[src/rtl/rxq_pkg.sv]
package rxq_pkg;
  localparam int RXQ_DW = 8;

  typedef enum logic [1:0] {
    S_IDLE,
    S_START,
    S_DATA,
    S_STOP
  } rxq_state_e;

  typedef struct packed {
    logic              ferr;
    logic              bit9;
    logic [RXQ_DW-1:0] data;
  } rxq_word_t;
endpackage

[src/rtl/rxq_sync.sv]
module rxq_sync #(
  parameter int   STAGES  = 2,
  parameter logic RST_VAL = 1'b1
) (
  input  logic clk,
  input  logic rst,
  input  logic d,
  output logic q
);
  logic [STAGES-1:0] chain;

  always_ff @(posedge clk) begin
    if (rst) chain <= {STAGES{RST_VAL}};
    else     chain <= {chain[STAGES-2:0], d};
  end

  assign q = chain[STAGES-1];
endmodule

[src/rtl/rxq_bitrx.sv]
module rxq_bitrx
  import rxq_pkg::*;
#(
  parameter int OSR       = 16,
  parameter int VOTE_TICK = 8
) (
  input  logic      clk,
  input  logic      rst,
  input  logic      tick,
  input  logic      hold,
  input  logic      line,
  input  logic      nine_sel,
  output logic      push_o,
  output rxq_word_t word_o
);
  localparam int CW = $clog2(OSR);
  localparam logic [CW-1:0] T_A = CW'(VOTE_TICK - 1);
  localparam logic [CW-1:0] T_B = CW'(VOTE_TICK);
  localparam logic [CW-1:0] T_C = CW'(VOTE_TICK + 1);
  localparam int SW = RXQ_DW + 1;

  rxq_state_e    state;
  logic [CW-1:0] cnt;
  logic          last;
  logic          va, vb;
  logic [3:0]    bidx;
  logic          nine_q;
  logic [SW-1:0] shreg;
  logic          maj;
  logic [3:0]    last_idx;

  assign maj      = (va & vb) | (va & line) | (vb & line);
  assign last_idx = nine_q ? 4'(RXQ_DW) : 4'(RXQ_DW - 1);

  always_ff @(posedge clk) begin
    if (rst) begin
      state  <= S_IDLE;
      cnt    <= '0;
      last   <= 1'b1;
      va     <= 1'b0;
      vb     <= 1'b0;
      bidx   <= '0;
      nine_q <= 1'b0;
      shreg  <= '0;
      push_o <= 1'b0;
      word_o <= '0;
    end else begin
      push_o <= 1'b0;
      if (tick) last <= line;
      if (hold) begin
        state <= S_IDLE;
      end else if (tick) begin
        if (state == S_IDLE) begin
          if (last && !line) begin
            state  <= S_START;
            cnt    <= CW'(1);
            nine_q <= nine_sel;
          end
        end else begin
          cnt <= cnt + 1'b1;
          if (cnt == T_A) va <= line;
          if (cnt == T_B) vb <= line;
          if (cnt == T_C) begin
            case (state)
              S_START: begin
                if (maj) state <= S_IDLE;
                else begin
                  state <= S_DATA;
                  bidx  <= '0;
                end
              end
              S_DATA: begin
                shreg <= {maj, shreg[SW-1:1]};
                bidx  <= bidx + 1'b1;
                if (bidx == last_idx) state <= S_STOP;
              end
              S_STOP: begin
                push_o      <= 1'b1;
                word_o.data <= nine_q ? shreg[RXQ_DW-1:0] : shreg[RXQ_DW:1];
                word_o.bit9 <= nine_q & shreg[RXQ_DW];
                word_o.ferr <= ~maj;
                state       <= S_IDLE;
              end
              default: state <= S_IDLE;
            endcase
          end
        end
      end
    end
  end
endmodule

[src/rtl/rxq_fifo.sv]
module rxq_fifo #(
  parameter int DEPTH = 2,
  parameter int W     = 10
) (
  input  logic                       clk,
  input  logic                       rst,
  input  logic                       wr,
  input  logic [W-1:0]               wdata,
  input  logic                       rd,
  output logic [W-1:0]               rdata,
  output logic [$clog2(DEPTH+1)-1:0] level,
  output logic                       ovf
);
  localparam int PW = (DEPTH > 1) ? $clog2(DEPTH) : 1;
  localparam int LW = $clog2(DEPTH + 1);

  logic [W-1:0]  mem [DEPTH];
  logic [PW-1:0] rp, wp;
  logic [LW-1:0] cnt, after;
  logic          pop, accept;

  function automatic logic [PW-1:0] step(input logic [PW-1:0] p);
    return (p == PW'(DEPTH - 1)) ? '0 : p + 1'b1;
  endfunction

  assign pop    = rd && (cnt != '0);
  assign after  = cnt - LW'(pop);
  assign accept = wr && (after < LW'(DEPTH));
  assign ovf    = wr && !accept;

  always_ff @(posedge clk) begin
    if (accept) mem[wp] <= wdata;
  end

  always_ff @(posedge clk) begin
    if (rst) begin
      rp  <= '0;
      wp  <= '0;
      cnt <= '0;
    end else begin
      if (pop)    rp <= step(rp);
      if (accept) wp <= step(wp);
      cnt <= after + LW'(accept);
    end
  end

  assign rdata = (cnt != '0) ? mem[rp] : '0;
  assign level = cnt;
endmodule

[src/rtl/uart_rx_os16.sv]
module uart_rx_os16
  import rxq_pkg::*;
#(
  parameter int OSR         = 16,
  parameter int VOTE_TICK   = 8,
  parameter int FIFO_DEPTH  = 2,
  parameter int SYNC_STAGES = 2
) (
  input  logic              clk,
  input  logic              rst,
  input  logic              tick16,
  input  logic              rx_en,
  input  logic              port_en,
  input  logic              nine_bit,
  input  logic              rx_in,
  input  logic              rd_stb,
  input  logic              ovr_clr,
  output logic [RXQ_DW-1:0] rd_data,
  output logic              rd_bit9,
  output logic              rd_ferr,
  output logic              data_avail,
  output logic              overrun
);
  localparam int WW = $bits(rxq_word_t);
  localparam int LW = $clog2(FIFO_DEPTH + 1);

  logic          line_s;
  logic          active, hold;
  logic          bit_push;
  rxq_word_t     bit_word;
  rxq_word_t     head;
  logic [LW-1:0] fifo_level;
  logic          fifo_ovf;
  logic          ovr_q;

  assign active = rx_en & port_en;
  assign hold   = ~active | ovr_q | ovr_clr;

  rxq_sync #(.STAGES(SYNC_STAGES), .RST_VAL(1'b1)) u_sync (
    .clk (clk),
    .rst (rst),
    .d   (rx_in),
    .q   (line_s)
  );

  rxq_bitrx #(.OSR(OSR), .VOTE_TICK(VOTE_TICK)) u_bitrx (
    .clk      (clk),
    .rst      (rst),
    .tick     (tick16),
    .hold     (hold),
    .line     (line_s),
    .nine_sel (nine_bit),
    .push_o   (bit_push),
    .word_o   (bit_word)
  );

  rxq_fifo #(.DEPTH(FIFO_DEPTH), .W(WW)) u_fifo (
    .clk   (clk),
    .rst   (rst),
    .wr    (bit_push),
    .wdata (bit_word),
    .rd    (rd_stb),
    .rdata (head),
    .level (fifo_level),
    .ovf   (fifo_ovf)
  );

  always_ff @(posedge clk) begin
    if (rst)                    ovr_q <= 1'b0;
    else if (ovr_clr || !rx_en) ovr_q <= 1'b0;
    else if (fifo_ovf)          ovr_q <= 1'b1;
  end

  assign rd_data    = head.data;
  assign rd_bit9    = head.bit9;
  assign rd_ferr    = head.ferr;
  assign data_avail = active & (fifo_level != '0);
  assign overrun    = ovr_q;
endmodule

[config.mk]
export PLATFORM = sky130hd
export DESIGN_NAME = uart_rx_os16
export DESIGN_NICKNAME = d
export VERILOG_FILES = /design/src/rtl/rxq_pkg.sv /design/src/rtl/rxq_sync.sv /design/src/rtl/rxq_bitrx.sv /design/src/rtl/rxq_fifo.sv /design/src/rtl/uart_rx_os16.sv
export SDC_FILE = /design/constraint.sdc
export NUM_CORES = 1
export LEC_CHECK = 0
export BUFFER_PORTS_ARGS = -buffer_cell sky130_fd_sc_hd__buf_2
export CAP_MARGIN = 15
export CORE_ASPECT_RATIO = 0.9
export CORE_MARGIN = 10
export CORE_UTILIZATION = 62
export CTS_CLUSTER_SIZE = 28
export DETAILED_ROUTE_END_ITERATION = 10
export PLACE_DENSITY = 0.91
export SYNTH_ARGS = -nofsm -noshare
export SYNTH_HDL_FRONTEND = slang
export SYNTH_HIERARCHICAL = 1
export SYNTH_SLANG_ARGS = --single-unit
[constraint.sdc]
create_clock -name clk -period 3.7 [get_ports clk]
set_clock_uncertainty 0.1 [all_clocks]
set_input_delay 0.74 -clock clk [delete_from_list [all_inputs] [get_ports clk]]
set_output_delay 0.74 -clock clk [all_outputs]
set_load 0.01 [all_outputs]
After elaboration in Yosys (flattened, before gate mapping):

Memories as Yosys holds them, arrays and structs flattened. A register that Yosys moved wholly into a read port is not among the register bits.
Index checks and enable logic that the tools add are counted.

* bits in registers: 41
* output and inout port bits: 12
* RAM bits: 20
* bits in latches: 0
* bits in read-only memories: 0
* input port bits: 9
* memories kept: 1
* logic and storage cells: 94

* bitwise logic cells: 16
* multipliers: 0
* shifts and indexed selects: 0
* equality and inequality tests: 10
* mux-type cells: 20
* reductions and logical operators: 23
* divide/modulo/power cells: 0
* add/subtract/negate cells: 6
* order comparisons: 1

Memory list
* u_fifo.mem: words 2, width 10, rd ports 1, clocked after Yosys merged registers in 1, wr ports 1, line rxq_fifo.sv:17 `logic [W-1:0] mem [DEPTH];`

Operator list (count)
* $mux 4: 4
* $reduce_and 4->1: 4
* $mux 10: 1
* $mux 2: 5
* $reduce_and 5->1: 2
* $add 4x1->4 const B: 2
* $eq 4x4->1 const B: 2
* $mux 8: 1
* $pmux 4 s2: 1
* $mux 1: 7
* $and 1x1->1: 6
* $not 1->1: 6
* $reduce_and 6->1: 1
* $reduce_bool 2->1: 3
* $reduce_or 5->1: 1
* $eq 2x2->1 const B: 2
* $eq 4x3->1 const B: 1
* $eq 4x4->1: 1
* $logic_and 1x1->1: 4
* $ne 2x2->1 const B: 2
* $or 1x1->1: 4
* $pmux 2 s2: 1
* $reduce_or 2->1: 2
* $logic_not 1->1: 3
* other kinds (9): 10

Longest topological paths before layout:

* depth in word-level cells: 7
* gate-level depth with buffers: 7
* depth with buffers taken out: 7

Hierarchy:

The synthesis kept the hierarchy.

Modules (own cells, without submodules)
* rxq_bitrx: area an instance 1595.3 sq um, cells an instance 171, sequential area each 680.7 sq um, instances 1
* rxq_fifo: area an instance 982.2 sq um, cells an instance 67, sequential area each 700.7 sq um, instances 1
* uart_rx_os16: area an instance 60.1 sq um, cells an instance 5, sequential area each 20.0 sq um, instances 1
* rxq_sync: area an instance 52.6 sq um, cells an instance 4, sequential area each 40.0 sq um, instances 1

Worst setup path after synthesis:

Ideal clock, no wire load.

* path kind: input port to flip-flop
* start: in rd_stb
* end: mem u_fifo.mem[0][0] (enable)
* path buffers: 0
* setup time: 0.376 ns
* stages on the path: 6
* arrival time: 1.918 ns
* required time: 3.224 ns
* slack: 1.306 ns
* cells stage by stage: o21ai_0 -> inv_1 -> ha_1 -> xnor2_2 -> nand2_2 -> nor2_1

* word-level cells in the longest chain between the ends: 6

Ends and longest elaborated chain
* start: declaration: line uart_rx_os16.sv:16 `input logic rd_stb,`
* $logic_and 1x1->1: line rxq_fifo.sv:26 `assign pop = rd && (cnt != '0);`
* net u_fifo.pop: line rxq_fifo.sv:20 `logic pop, accept;`
* $sub 2x1->2: line rxq_fifo.sv:27 `assign after = cnt - LW'(pop);`
* $lt 2x2->1: line rxq_fifo.sv:28 `assign accept = wr && (after < LW'(DEPTH));`
* $logic_and 1x1->1: line rxq_fifo.sv:28
* $mux 1: line rxq_fifo.sv:32 `if (accept) mem[wp] <= wdata;`
* $mux 1 (not written as such): line rxq_fifo.sv:32
* end: declaration: line rxq_fifo.sv:17

The timed path passes the listed nets, and every way through them passes these cells.

Worst setup path in the final report:

* start: reg u_fifo.cnt[1] (netlist: u_fifo/level[1])
* end: mem u_fifo.mem[0][4] (enable)

* word-level cells in the longest chain between the ends: 7

Ends and longest elaborated chain
* start: declaration: line rxq_fifo.sv:19 `logic [LW-1:0] cnt, after;`
* start signal: assignment: line rxq_fifo.sv:43 `cnt <= after + LW'(accept);`
* $reduce_bool 2->1: line rxq_fifo.sv:26
* $logic_and 1x1->1: line rxq_fifo.sv:26
* net u_fifo.pop: line rxq_fifo.sv:20
* $sub 2x1->2: line rxq_fifo.sv:27
* $lt 2x2->1: line rxq_fifo.sv:28
* $logic_and 1x1->1: line rxq_fifo.sv:28
* $mux 1: line rxq_fifo.sv:32
* $mux 1 (not written as such): line rxq_fifo.sv:32

The timed path passes the listed nets, and every way through them passes these cells.

==> reports/summary.txt <==
clock-pin slew on the worst setup and hold paths = 0.07 ns
Clock Power Share = 0.399
Worst Hold End = u_sync/chain[1]$_SDFF_PP1_
CTS tree = done
post-synth net total = 265
via density per instance = 5.82
dpl hpwl = 3.21 mm
largest net degree at the start of global routing = 43
R2R depth = 6
CTS buffer count = 9
Gate power share = 0.093
Cells after Synth = 247
syn_area_per_cell = 10.9 µm²
post-route minimum period = 2.41 ns
DR iter-0 viols = 186
YS warnings = 6
unrepaired setup endpoints after global routing = false
CP Launch Type = flop
top-level port count = 21
gr usage total = 0.142
Nets = 289
total inserted antenna cells = 0
number of max-cap violations = 0
HP Start = u_sync/chain[0]$_SDFF_PP1_
Die H = 82.5 µm
Worst R2R Start = u_fifo/level[1]$_SDFF_PP0_
Data arrival, critical path = 2.28 ns
highest-count cells in the layout ignoring fill and taps = 42 x dfxtp_1, 40 x nor2_1, 31 x mux2i_1, 20 x buf_2, 20 x edfxtp_1
die area = 7380 µm²
fin. max-slew vios = 0
Sw Pwr = 364 µW
Crit. End Element = flop
cts repair resizes = 0
Cells after DPL = 308
vias in the first global route = 1700
final WL = 4.92 mm
Slew headroom = 0.479
CTS root buffer = clkbuf_8
Layout area overhead = 12.8%
Worst Max-Slew Pin Slew = 0.779 ns
most common cell after layout, fill and taps aside = dfxtp_1
Row Count = 22
Clk Latency, worst-skew pair = 0.34 ns
hold buffer count at cts = 0
critical path class = reg2reg
Final setup viols = 0
vias = 1887
area leader, netlist = dfxtp_1
Reg power frac = 0.507
design area = 3030 µm²
chip width = 89.4 µm
CP max FO = 10
first-pass GRT wire length = 7.96 mm
Max Fclk = 415 MHz
Int Pwr = 1060 µW
Peak VDD IR = 258 µV
Setup Total Neg Slack = 0 ns
Buffers on Ports = 20
ys flop type = dfxtp_1
clk buf depth = 2
Seq/Total Area, Yosys = 0.536
Post-Layout Cell Count = 324
Final GP Congestion = 0.891
DRC viols = 0
synth top area cells = dfxtp_1 31%, edfxtp_1 22%, mux2i_1 12%
Cell variety after synth = 43
#FFs+latches synth = 62
Hold Vio Cnt, Final = 0
Routed Antenna Nets = 0
DRT Pass-1 Iters = 4
EDFF count, synth = 20
r2r setup slk = 1.29 ns
H-Tree Depth = 3
Starting Density = 0.652
initial antenna violation count = 0
drt wl/cell = 15.2 µm
post-CTS setup buffer count = 0
r2r endpoint = u_fifo/mem[0][4]$_DFFE_PP_
pwr dens = 468 nW/µm²
status = finished clean
worst hold path depth = 1
layout cells sized above 1 = 0.163
LEAKAGE = 0.00105 µW
sw frac = 0.256
DP Area = 2830 µm²
area of the core = 4130 µm²
Mapped Area = 2690 µm²
Synth top area share = 0.313
CTS Sinks = 62
CP required = 3.57 ns
ys async rst share = 0
grt ovf = 0
min-delay worst type = reg2reg
final cycle utilization of the critical path = 0.651
## worst max-delay path: stages, from the launching register on
cell and delay (ns):
dfxtp_1 0.36, o21ai_0 0.27, inv_1 0.08, ha_1 0.22, xnor2_2 0.29, nand2_2 0.12
nor2_1 0.61
## routing by layer
metal | track usage | routed length (µm)
met1 | 0.164 | 2220
met5 | 0 | 0
met4 | 0.0333 | 12
met3 | 0.0695 | 336
met2 | 0.232 | 2350
## through the flow
stage          power, µW  hold WS, ns  setup slack, ns  utilization
6_report            1420        0.313             1.29        0.735
4_1_cts             1440        0.319             1.25        0.735
3_3_place_gp         868        0.299             1.00        0.686
2_1_floorplan        820        0.283             1.31            -
3_5_place_dp         871        0.305            0.931        0.686
5_1_grt             1480        0.341             1.11        0.735
## cells in the mapped netlist, types with 4 or more instances
cell type  instances
dfxtp_1           42
nor2_1            40
mux2i_1           31
edfxtp_1          20
a211oi_1          12
inv_1             11
a21oi_1            9
ha_1               9
nor3_1             8
clkbuf_1           7
nand3_1            6
nand2b_1           5
nand2_1            4
nand4b_1           4
o21ai_0            4
## power by group through the flow
stage               combinational [µW]  clock [µW]  sequential, µW
floorplan                         93.2           0             727
global placement                   131           0             737
detailed placement                 134           0             737
CTS                                135         583             721
global route                       149         612             722
finish                             133         567             721
## cells by family after synthesis
family	Yosys count	share of synthesized area
flops	62	0.536
fa+ha+maj	10	0.0460
mux	32	0.121
xor+xnor	4	0.0158
buf+inv	20	0.0288
simple gates	84	0.161
compound gates	35	0.0912
## state kept, by name, indices dropped and copies added (netlist names), named ones only
| name | flops |
|---|---|
| overrun | 1 |
| u_bitrx/bidx | 4 |
| u_bitrx/cnt | 4 |
| u_bitrx/last | 1 |
| u_bitrx/nine_q | 1 |
| u_bitrx/push_o | 1 |
| u_bitrx/shreg | 9 |
| u_bitrx/state | 2 |
| u_bitrx/va | 1 |
| u_bitrx/vb | 1 |
| u_bitrx/word_o | 10 |
| u_fifo/level | 2 |
| u_fifo/mem | 20 |
| u_fifo/rp | 1 |
| u_fifo/wp | 1 |
| u_sync/chain | 2 |
## final cells by class
type                       instances  area [µm²]
sequential                        62        1440
multi-input combinational        165        1180
clock inverter                     6        51.3
fill                             266        1090
timing repair buffer              22         115
inverter                          11        41.3
tap                               48        60.1
clock buffer                      10         149
## worst max path at each step
| stage | end | startpoint | depth (start not counted) |
|---|---|---|---|
| finish | u_fifo/mem[0][4]$_DFFE_PP_ | u_fifo/level[1]$_SDFF_PP0_ | 6 |
| global route | u_fifo/mem[0][3]$_DFFE_PP_ | u_fifo/level[1]$_SDFF_PP0_ | 6 |
| CTS | u_fifo/mem[0][2]$_DFFE_PP_ | u_fifo/level[1]$_SDFF_PP0_ | 6 |
| detailed placement | u_fifo/mem[0][1]$_DFFE_PP_ | rd_stb | 7 |
| global placement | u_fifo/mem[0][0]$_DFFE_PP_ | rd_stb | 7 |
| floorplan | u_fifo/mem[0][0]$_DFFE_PP_ | rd_stb | 6 |
Power figures use the tool's default switching activity.
